===== src/rtl/zft_pkg.sv =====
// Shared types and helpers for the zero-turnaround SRAM.
// Assumes a four-word burst window on address bits [1:0].
package zft_pkg;

    // Kind of access occupying the current data cycle
    typedef enum logic [1:0] {
        ACC_IDLE  = 2'd0,
        ACC_READ  = 2'd1,
        ACC_WRITE = 2'd2
    } acc_e;

    // Width of the burst step counter (four-word window)
    localparam int unsigned STEP_W = 2;

    // Low address bits for burst step 'step' from start 'start'
    function automatic logic [STEP_W-1:0] burst_low(
        input logic [STEP_W-1:0] start,
        input logic [STEP_W-1:0] step,
        input logic              ilv
    );
        return ilv ? (start ^ step) : (start + step);
    endfunction

endpackage


===== src/rtl/zft_burst_seq.sv =====
// Burst address former: combines the loaded base address with the
// burst step. Only the low STEP_W bits move; upper bits pass through.
// Assumes ADDR_W >= STEP_W.
module zft_burst_seq
    import zft_pkg::*;
#(
    parameter int unsigned ADDR_W = 6
) (
    input  logic [ADDR_W-1:0] base,
    input  logic [STEP_W-1:0] step,
    input  logic              ilv,
    output logic [ADDR_W-1:0] cur_addr
);

    // Low bits follow the selected burst order
    logic [STEP_W-1:0] low_bits;
    always_comb low_bits = burst_low(base[STEP_W-1:0], step, ilv);

    // Upper bits are fixed for the whole burst when present
    generate
        if (ADDR_W > STEP_W) begin : g_wide
            assign cur_addr = {base[ADDR_W-1:STEP_W], low_bits};
        end else begin : g_narrow
            assign cur_addr = low_bits;
        end
    endgenerate

endmodule


===== src/rtl/zft_ctrl.sv =====
// Access control: decodes the select lines, holds the access type,
// base address, burst step and lane mask of the current data cycle,
// and issues the write commit and the registered output-drive flag.
// Assumes the clock qualifier gates every state change.
module zft_ctrl
    import zft_pkg::*;
#(
    parameter int unsigned ADDR_W = 6,
    parameter int unsigned LANES  = 4
) (
    input  logic              clk,
    input  logic              rst_n,
    input  logic              cke_n,
    input  logic              sel1_n,
    input  logic              sel2,
    input  logic              sel3_n,
    input  logic              ld_n,
    input  logic              wr_n,
    input  logic [LANES-1:0]  lane_wr_n,
    input  logic [ADDR_W-1:0] addr,
    output acc_e              acc_st,
    output logic [ADDR_W-1:0] base,
    output logic [STEP_W-1:0] step,
    output logic [LANES-1:0]  lane_en,
    output logic              commit,
    output logic              drive
);

    acc_e              st_q, st_d;
    logic [ADDR_W-1:0] base_q, base_d;
    logic [STEP_W-1:0] step_q, step_d;
    logic [LANES-1:0]  lanes_q, lanes_d;
    logic              drive_q;
    logic              sel_ok;
    logic              edge_ok;

    // Select decode and clock qualification
    always_comb begin
        sel_ok  = ~sel1_n & sel2 & ~sel3_n;
        edge_ok = ~cke_n;
    end

    // Next-state selection for load, advance, deselect and hold
    always_comb begin
        st_d    = st_q;
        base_d  = base_q;
        step_d  = step_q;
        lanes_d = lanes_q;
        if (edge_ok) begin
            if (!ld_n) begin
                if (sel_ok) begin
                    st_d    = wr_n ? ACC_READ : ACC_WRITE;
                    base_d  = addr;
                    step_d  = '0;
                    lanes_d = ~lane_wr_n;
                end else begin
                    st_d    = ACC_IDLE;
                    lanes_d = '0;
                end
            end else if (st_q != ACC_IDLE) begin
                step_d  = step_q + 1'b1;
                lanes_d = ~lane_wr_n;
            end
        end
    end

    // State registers with synchronous active-low reset
    always_ff @(posedge clk) begin
        if (!rst_n) begin
            st_q    <= ACC_IDLE;
            base_q  <= '0;
            step_q  <= '0;
            lanes_q <= '0;
            drive_q <= 1'b0;
        end else begin
            st_q    <= st_d;
            base_q  <= base_d;
            step_q  <= step_d;
            lanes_q <= lanes_d;
            drive_q <= (st_d == ACC_READ);
        end
    end

    // Outputs to the storage and the output stage
    always_comb begin
        acc_st  = st_q;
        base    = base_q;
        step    = step_q;
        lane_en = lanes_q;
        commit  = rst_n & edge_ok & (st_q == ACC_WRITE);
        drive   = drive_q;
    end

endmodule


===== src/rtl/zft_array.sv =====
// Word storage built from one bank per lane, so that each lane has
// its own write gate. The read is asynchronous (flow-through); the
// write happens on the clock edge. Contents are not reset.
module zft_array #(
    parameter int unsigned ADDR_W = 6,
    parameter int unsigned LANES  = 4,
    parameter int unsigned LANE_W = 9
) (
    input  logic                    clk,
    input  logic                    we,
    input  logic [LANES-1:0]        lane_en,
    input  logic [ADDR_W-1:0]       addr,
    input  logic [LANES*LANE_W-1:0] wdata,
    output logic [LANES*LANE_W-1:0] rdata
);

    localparam int unsigned DEPTH = 1 << ADDR_W;

    generate
        for (genvar g = 0; g < LANES; g++) begin : g_lane
            logic [LANE_W-1:0] bank [DEPTH];

            // Lane write gated by its own select
            always_ff @(posedge clk) begin
                if (we && lane_en[g]) begin
                    bank[addr] <= wdata[g*LANE_W +: LANE_W];
                end
            end

            // Flow-through read of this lane
            assign rdata[g*LANE_W +: LANE_W] = bank[addr];
        end
    endgenerate

endmodule


===== src/rtl/zft_sram.sv =====
// Top of the zero-turnaround flow-through synchronous SRAM.
// Write data follows its address by one qualified edge; read data
// flows straight from storage in the cycle after the address edge.
// Assumes burst_ilv is static while an access is active.
module zft_sram
    import zft_pkg::*;
#(
    parameter int unsigned ADDR_W = 6,
    parameter int unsigned LANES  = 4,
    parameter int unsigned LANE_W = 9
) (
    input  logic                    clk,
    input  logic                    rst_n,
    input  logic                    cke_n,
    input  logic                    sel1_n,
    input  logic                    sel2,
    input  logic                    sel3_n,
    input  logic                    ld_n,
    input  logic                    wr_n,
    input  logic [LANES-1:0]        lane_wr_n,
    input  logic                    oe_n,
    input  logic                    burst_ilv,
    input  logic [ADDR_W-1:0]       addr,
    input  logic [LANES*LANE_W-1:0] din,
    output logic [LANES*LANE_W-1:0] dout,
    output logic                    dout_en
);

    localparam int unsigned WORD_W = LANES * LANE_W;

    acc_e              acc_st;
    logic [ADDR_W-1:0] base;
    logic [STEP_W-1:0] step;
    logic [LANES-1:0]  lane_en;
    logic              commit;
    logic              drive;
    logic [ADDR_W-1:0] cur_addr;
    logic [WORD_W-1:0] rdata;
    logic              acc_active;
    logic              acc_write;

    zft_ctrl #(.ADDR_W(ADDR_W), .LANES(LANES)) u_ctrl (
        .clk       (clk),
        .rst_n     (rst_n),
        .cke_n     (cke_n),
        .sel1_n    (sel1_n),
        .sel2      (sel2),
        .sel3_n    (sel3_n),
        .ld_n      (ld_n),
        .wr_n      (wr_n),
        .lane_wr_n (lane_wr_n),
        .addr      (addr),
        .acc_st    (acc_st),
        .base      (base),
        .step      (step),
        .lane_en   (lane_en),
        .commit    (commit),
        .drive     (drive)
    );

    zft_burst_seq #(.ADDR_W(ADDR_W)) u_seq (
        .base     (base),
        .step     (step),
        .ilv      (burst_ilv),
        .cur_addr (cur_addr)
    );

    zft_array #(.ADDR_W(ADDR_W), .LANES(LANES), .LANE_W(LANE_W)) u_mem (
        .clk     (clk),
        .we      (commit),
        .lane_en (lane_en),
        .addr    (cur_addr),
        .wdata   (din),
        .rdata   (rdata)
    );

    // Access summary for observation by the checker
    always_comb begin
        acc_active = (acc_st != ACC_IDLE);
        acc_write  = (acc_st == ACC_WRITE);
    end

    // Output stage: registered drive flag gated by the async enable
    always_comb begin
        dout_en = drive & ~oe_n;
        dout    = dout_en ? rdata : '0;
    end

endmodule


===== config.mk =====
export PLATFORM = sky130hd
export DESIGN_NAME = zft_sram
export DESIGN_NICKNAME = d
export VERILOG_FILES = /design/src/rtl/zft_pkg.sv /design/src/rtl/zft_burst_seq.sv /design/src/rtl/zft_ctrl.sv /design/src/rtl/zft_array.sv /design/src/rtl/zft_sram.sv
export SDC_FILE = /design/constraint.sdc
export NUM_CORES = 2
export LEC_CHECK = 0
export ABC_AREA = 1
export BUFFER_PORTS_ARGS = -buffer_cell sky130_fd_sc_hd__buf_2
export CAP_MARGIN = 20
export CORE_ASPECT_RATIO = 0.75
export CORE_MARGIN = 4
export CORE_UTILIZATION = 30
export DETAILED_ROUTE_END_ITERATION = 12
export GPL_ROUTABILITY_DRIVEN = 0
export GPL_TIMING_DRIVEN = 0
export SYNTH_ARGS = -nofsm -noshare
export SYNTH_HDL_FRONTEND = slang
export SYNTH_SLANG_ARGS = --single-unit

===== constraint.sdc =====
create_clock -name clk -period 3.6 [get_ports clk]
set_input_delay 0.18 -clock clk [delete_from_list [all_inputs] [get_ports clk]]
set_output_delay 0.18 -clock clk [all_outputs]
set_load 0.02 [all_outputs]

Word-level counts from Yosys, hierarchy flattened
Memories as Yosys holds them, arrays and structs flattened.
Cells that the tools add are included.
Word-level totals
  output and inout bits: 37
  flip-flop bits (word level): 15
  memories: 4
  word-level logic and storage cells: 55
  input bits: 56
  bits in writable memories: 2304
Memory list
  u_mem.g_lane[0].bank: words 64, bits a word 9, rd ports 1, clocked after Yosys merged registers in 0, write ports 1, line zft_array.sv:21  | logic [LANE_W-1:0] bank [DEPTH];
  u_mem.g_lane[1].bank: words 64, bits a word 9, rd ports 1, clocked after Yosys merged registers in 0, write ports 1, line zft_array.sv:21
  u_mem.g_lane[2].bank: words 64, bits a word 9, rd ports 1, clocked after Yosys merged registers in 0, write ports 1, line zft_array.sv:21
  u_mem.g_lane[3].bank: words 64, bits a word 9, rd ports 1, clocked after Yosys merged registers in 0, write ports 1, line zft_array.sv:21
Cells by class
  equality and inequality tests: 3
  reduce and logical (&&, ||, !) cells: 9
  mux-type cells: 20
  bitwise operators: 12
  add/subtract/negate cells: 2
Operators with widths (number)
  $mux W36: 1
  $mux W2: 8
  $mux W4: 3
  $mux W1: 8
  $reduce_and A3 Y1: 2
  $and A1 B1 Y1: 5
  $not A1 Y1: 5
  $logic_and A1 B1 Y1: 4
  $not A4 Y4: 1
  $reduce_bool A2 Y1: 2
  $add A2 B1 Y2 const B: 1
  $add A2 B2 Y2: 1
  $eq A2 B1 Y1 const B: 1
  $eq A2 B2 Y1 const B: 1
  $ne A2 B1 Y1 const B: 1
  $reduce_and A2 Y1: 1
  $xor A2 B2 Y2: 1

Longest topological paths before layout
  depth in word-level cells: 7
  depth in mapped cells: 17

Modules after synthesis
From an unflattened synthesis, not the netlist that was laid out.
Second synthesis, totals
  cells, all modules: 9914
  area total of the unflattened synthesis: 99397.8 um^2
By module, submodules not included
  zft_array: cells an instance 9731, area an instance 98249.2 um^2, instances 1, seq. area each 69186.4 um^2
  zft_ctrl: cells an instance 85, area an instance 623.1 um^2, instances 1, seq. area each 300.3 um^2
  zft_sram: cells an instance 78, area an instance 421.7 um^2, instances 1, seq. area each 0.0 um^2
  zft_burst_seq: cells an instance 20, area an instance 103.8 um^2, instances 1, seq. area each 0.0 um^2

Least setup slack after synthesis
No wires, ideal clock.
  kind: register to register
  from: reg u_ctrl.base_q[0], in the netlist u_ctrl.base[0]
  to: mem u_mem.g_lane[0].bank[12][0] (enable)
  cell stages (with the launch flop): 10
  setup time: 374 ps
  setup slack: 1020 ps
  buffers on the path: 5
  required time: 3226 ps
  arrival: 2206 ps
  cell sequence: dfxtp_1 ha_1 buf_6 buf_8 buf_4 buf_6 buf_2 nor2_1 nand2_1 nor2_1
Between the ends
  word-level cells in the longest chain between the ends: 2
  elaborated cells between the ends (all ways): 3
  those cells by class: add/sub: 1; mux: 1; bitwise: 1
RTL lines
  start, declared: line zft_ctrl.sv:30  | logic [ADDR_W-1:0] base_q, base_d;
  start signal, assigned: line zft_ctrl.sv:77  | base_q <= base_d;
  $add A2 B2 Y2 or $xor A2 B2 Y2 (tied branches): line zft_pkg.sv:21  | return ilv ? (start ^ step) : (start + step);
  $mux W2 (*): line zft_pkg.sv:21
  end, declared: line zft_array.sv:21
Mark *: on every way between the ends. The rest lies on a longest branch, timed or not.

Final worst setup path
  from: reg u_ctrl.base_q[5], in the netlist u_ctrl.base[5]
  to: out dout[1]
Between the ends
  word-level cells in the longest chain between the ends: 2
RTL lines
  $mem_v2 Z64 W9
  $mux W36: line zft_sram.sv:86  | dout = dout_en ? rdata : '0;
  end, declared: line zft_sram.sv:25  | output logic [LANES*LANE_W-1:0] dout,
No other way between the ends.

==> flow_summary.toml <==
[run_status]
status = "finished with violations"
violations = "setup timing"

[timing]
worst_pin_slew_ps = 1470
relSlewSlack_pct = 1.75
rsz0062_at_grt = "true"
setup_viol = 269
hold_violations = 0
fin_crit_sh_pct = 115
finalCriticalPeriod_ps = 4130
fmax_mhz = 242
fin_skew_ps = 105
drv_slew = 0
layout_setup_ws_ps = -529

[power]
vdd_drop_max_mv = 0.388
leakagePower_nw = 42.0
switching_share_pct = 23.8
power.density_mw_per_mm2 = 488
p_clk_share_pct = 40.0
p_comb_share_pct = 9.0
seq_power_share_pct = 51.0
p_switching_mw = 13.9
internal_power_mw = 44.3

[floorplan]
die_h_um = 502
core_area_mm2 = 0.324
die_area_mm2 = 0.335
rows = 181
dieWidth_um = 667
ios = 93
start_util_pct = 30.1

[synth]
yosysWarnings = 0
synth_cells = 8168
synth.distinct_cells = 35
syn_area_mm2 = 0.0977
avgSynthCellArea_um2 = 12.0
synth-seq-cells = 2319
ys_seq_area_share_pct = 71.1
syn_nets = 8225

[worst_setup_path]
critical-path-max-stage-delay_ps = 650
critPathTopFamily = "buffers and inverters"
cp_data_required_time_ps = 3420
timing.rr.end = "u_mem.g_lane[0].bank[0][1]"
r2r_start = "u_ctrl.step[0]"
cp.arrival_ps = 3950
rrSetupSlack_ps = -170
worstSetupPathType = "flop to primary output"
worst-path-buf-inv = 4
cp_max_fo = 10
cp_slowest_cell = "clkbuf_1"
end_kind = "primary output"
start_kind = "flop"
ff2ff_path_depth = 11
crit_path_cell_trace = "clkbuf_1, inv_1, nor3_4, clkbuf_1, nand2_1, nand2_2, nor2_2, nand2_2, nor2_4, buf_6"

[grt]
grtUsageTotal_pct = 20.5
grt_pass1_wl_mm = 483
grt_antenna_before_repair = 47
grt_overflow_total = 0
grt_max_degree = 65
grt_pass1_vias = 63400

[job]
drv_cap = 0

[clock_tree]
clk_pin_slew_ps = 70
clock_latency_ps = 920
cts_tree = "built"
cts_inserted_buffers = 219
cts.sinks = 2319
htreeDepth = 4
cts_root_buf = "clkbuf_16"
clock_path_buffers = 4

[finish]
final_cell_count_no_fill = 13200
regArea_mm2 = 0.0695
nets = 8739
multiInputGateArea_mm2 = 0.0280
utilization_pct = 36.7
nFillCells = 30900
area_growth_syn_to_layout_pct = 21.9
drive_gt1_share_pct = 23.7

[placement]
placedCellCount = 12600
numPortBuffers = 92
post-dp-hpwl_mm = 255

[routing]
vias = 69200
drt_iter0_drc = 11800
routed_wl_mm = 359
wl_per_cell_um = 27.2
first_pass_iters = 7
ant_nets = 0
drc = 0
viasPerCell = 5.25

[worst_hold_path]
hold_depth = 4
hp-start = "addr[1]"
hold_class = "input pin to flop"
hold_end = "u_ctrl.base[1]"
==> worst register-to-register path, cell delays in order (launching register included) <==
cell	delay, ps
dfxtp_4	370
ha_4	130
inv_1	40
nor2_2	130
nand3_4	200
nand2_8	200
nand2_2	160
clkdlybuf4s15_2	460
nor2_2	570
buf_8	290
nand2_1	350
nor2_4	450
==> state kept, by name (all words and copies together) (netlist names) <==
register / cells
u_mem.g_lane.bank: 2304
u_ctrl.step: 2
u_ctrl.acc_st: 2
u_ctrl.lane_en: 4
u_ctrl.base: 6
u_ctrl.drive: 1
==> through the flow <==
| step | power (mW) | instance area [um^2] | setup WS, ps | TNS, ps | hold WS, ps |
|---|---|---|---|---|---|
| final | 58.1 | 119000 | -529 | -29480 | 185 |
| after global routing | 59.5 | 119000 | -503 | -33390 | 183 |
| after CTS | 57.7 | 117000 | -475 | -131170 | 144 |
| after detailed placement | 34.3 | 105000 | -1500 | -1976060 | 425 |
| after global placement | 34.2 | 104000 | -2500 | -2577010 | 418 |
| after floorplan | 32.3 | 97700 | 1020 | 0 | 279 |
==> cell type report <==
type	count	area share, %
Sequential cell	2319	58.3
Tap cell	4300	4.52
Clock buffer	264	4.81
Inverter	377	1.21
Timing Repair Buffer	297	3.36
Buffer	489	3.22
Multi-Input combinational cell	4979	23.5
Antenna cell	18	0.0378
Clock inverter	126	1.02
==> Yosys cell counts (all sizes together) <==
library cell | instances | share of area (%)
clkbuf | 275 | 1.1
nand3 | 432 | 2.2
dfxtp | 15 | 0.31
ha | 1 | 0.013
buf | 218 | 1.5
o21ai | 759 | 3.9
a21oi | 16 | 0.082
inv | 375 | 1.4
edfxtp | 2304 | 71
nand2 | 2251 | 8.7
nor3 | 9 | 0.067
a211oi | 1 | 0.0077
nand4 | 37 | 0.24
clkinv | 2 | 0.0090
o22ai | 5 | 0.032
or2 | 383 | 2.5
a22oi | 129 | 0.99
nor2 | 559 | 2.2
nor4 | 1 | 0.013
mux2i | 396 | 4.1
==> how the worst max path moves through the flow <==
stage / start / end / slack, ps / cells past startpoint
finish: u_ctrl.base[5] / dout[1] / -530 / 10
CTS: u_ctrl.base[0] / dout[28] / -470 / 19
global placement: u_ctrl.step[0] / u_mem.g_lane[1].bank[28][0] / -2500 / 10
global route: u_ctrl.step[0] / dout[23] / -500 / 17
detailed placement: u_ctrl.base[0] / u_mem.g_lane[1].bank[26][1] / -1500 / 11
floorplan: u_ctrl.base[0] / u_mem.g_lane[0].bank[12][0] / 1020 / 9
==> kinds of logic after synthesis <==
| kind of cell | share of synthesized area (%) |
|---|---|
| compound gates | 5.00 |
| fa+ha+maj | 0.0128 |
| buf+inv | 3.98 |
| flops | 71.1 |
| mux | 4.06 |
| simple gates | 15.8 |
==> power groups by stage <==
| stage | Combinational, mW | Clock (mW) | Sequential [mW] |
|---|---|---|---|
| 2_1_floorplan | 2.01 | 0 | 30.3 |
| 3_3_place_gp | 3.92 | 0 | 30.3 |
| 3_5_place_dp | 4.10 | 0 | 30.2 |
| 4_1_cts | 4.72 | 23.3 | 29.7 |
| 5_1_grt | 5.41 | 24.5 | 29.6 |
| 6_report | 5.23 | 23.2 | 29.7 |
==> placed cells by master (no fill, tap or decap), types with 15 or more instances in the layout <==
cell type / count
edfxtp_1: 2304
clkbuf_1: 156
diode_2: 18
inv_1: 370
nand2_2: 273
nand2_1: 1837
o21ai_0: 685
buf_1: 15
buf_12: 53
nand2_4: 138
a22oi_1: 117
clkbuf_4: 32
clkbuf_2: 100
o21ai_1: 59
buf_2: 78
nor2_2: 202
nor2_1: 198
clkbuf_16: 242
bufinv_16: 23
clkinv_1: 56
buf_16: 48
buf_6: 102
dlygate4sd3_1: 64
a21oi_1: 16
or2_2: 380
buf_4: 109
buf_8: 42
nand3_1: 427
clkinv_2: 35
nor2_4: 159
nand4_1: 37
mux2i_1: 394
==> layer usage <==
metal / vias up / global-route usage [%] / share of wire (%)
li1: 29400 / - / -
met1: 34300 / 29.2 / 41
met2: 4790 / 27.2 / 39
met3: 720 / 9.06 / 16
met4: 12 / 6.94 / 3.9
met5: - / 0 / 0.16
==> what timing repair did <==
action / CTS / global route
resized for setup: 1125 / 712
cloned: 11 / 16
pin swaps: 119 / 202
endpoints found under the setup margin: 2340 / 1431
buffers inserted: 30 / 20
hold buffers: 64 / 0
hold endpoints to repair: 1142 / 0
(Power assumes the default switching activity.)
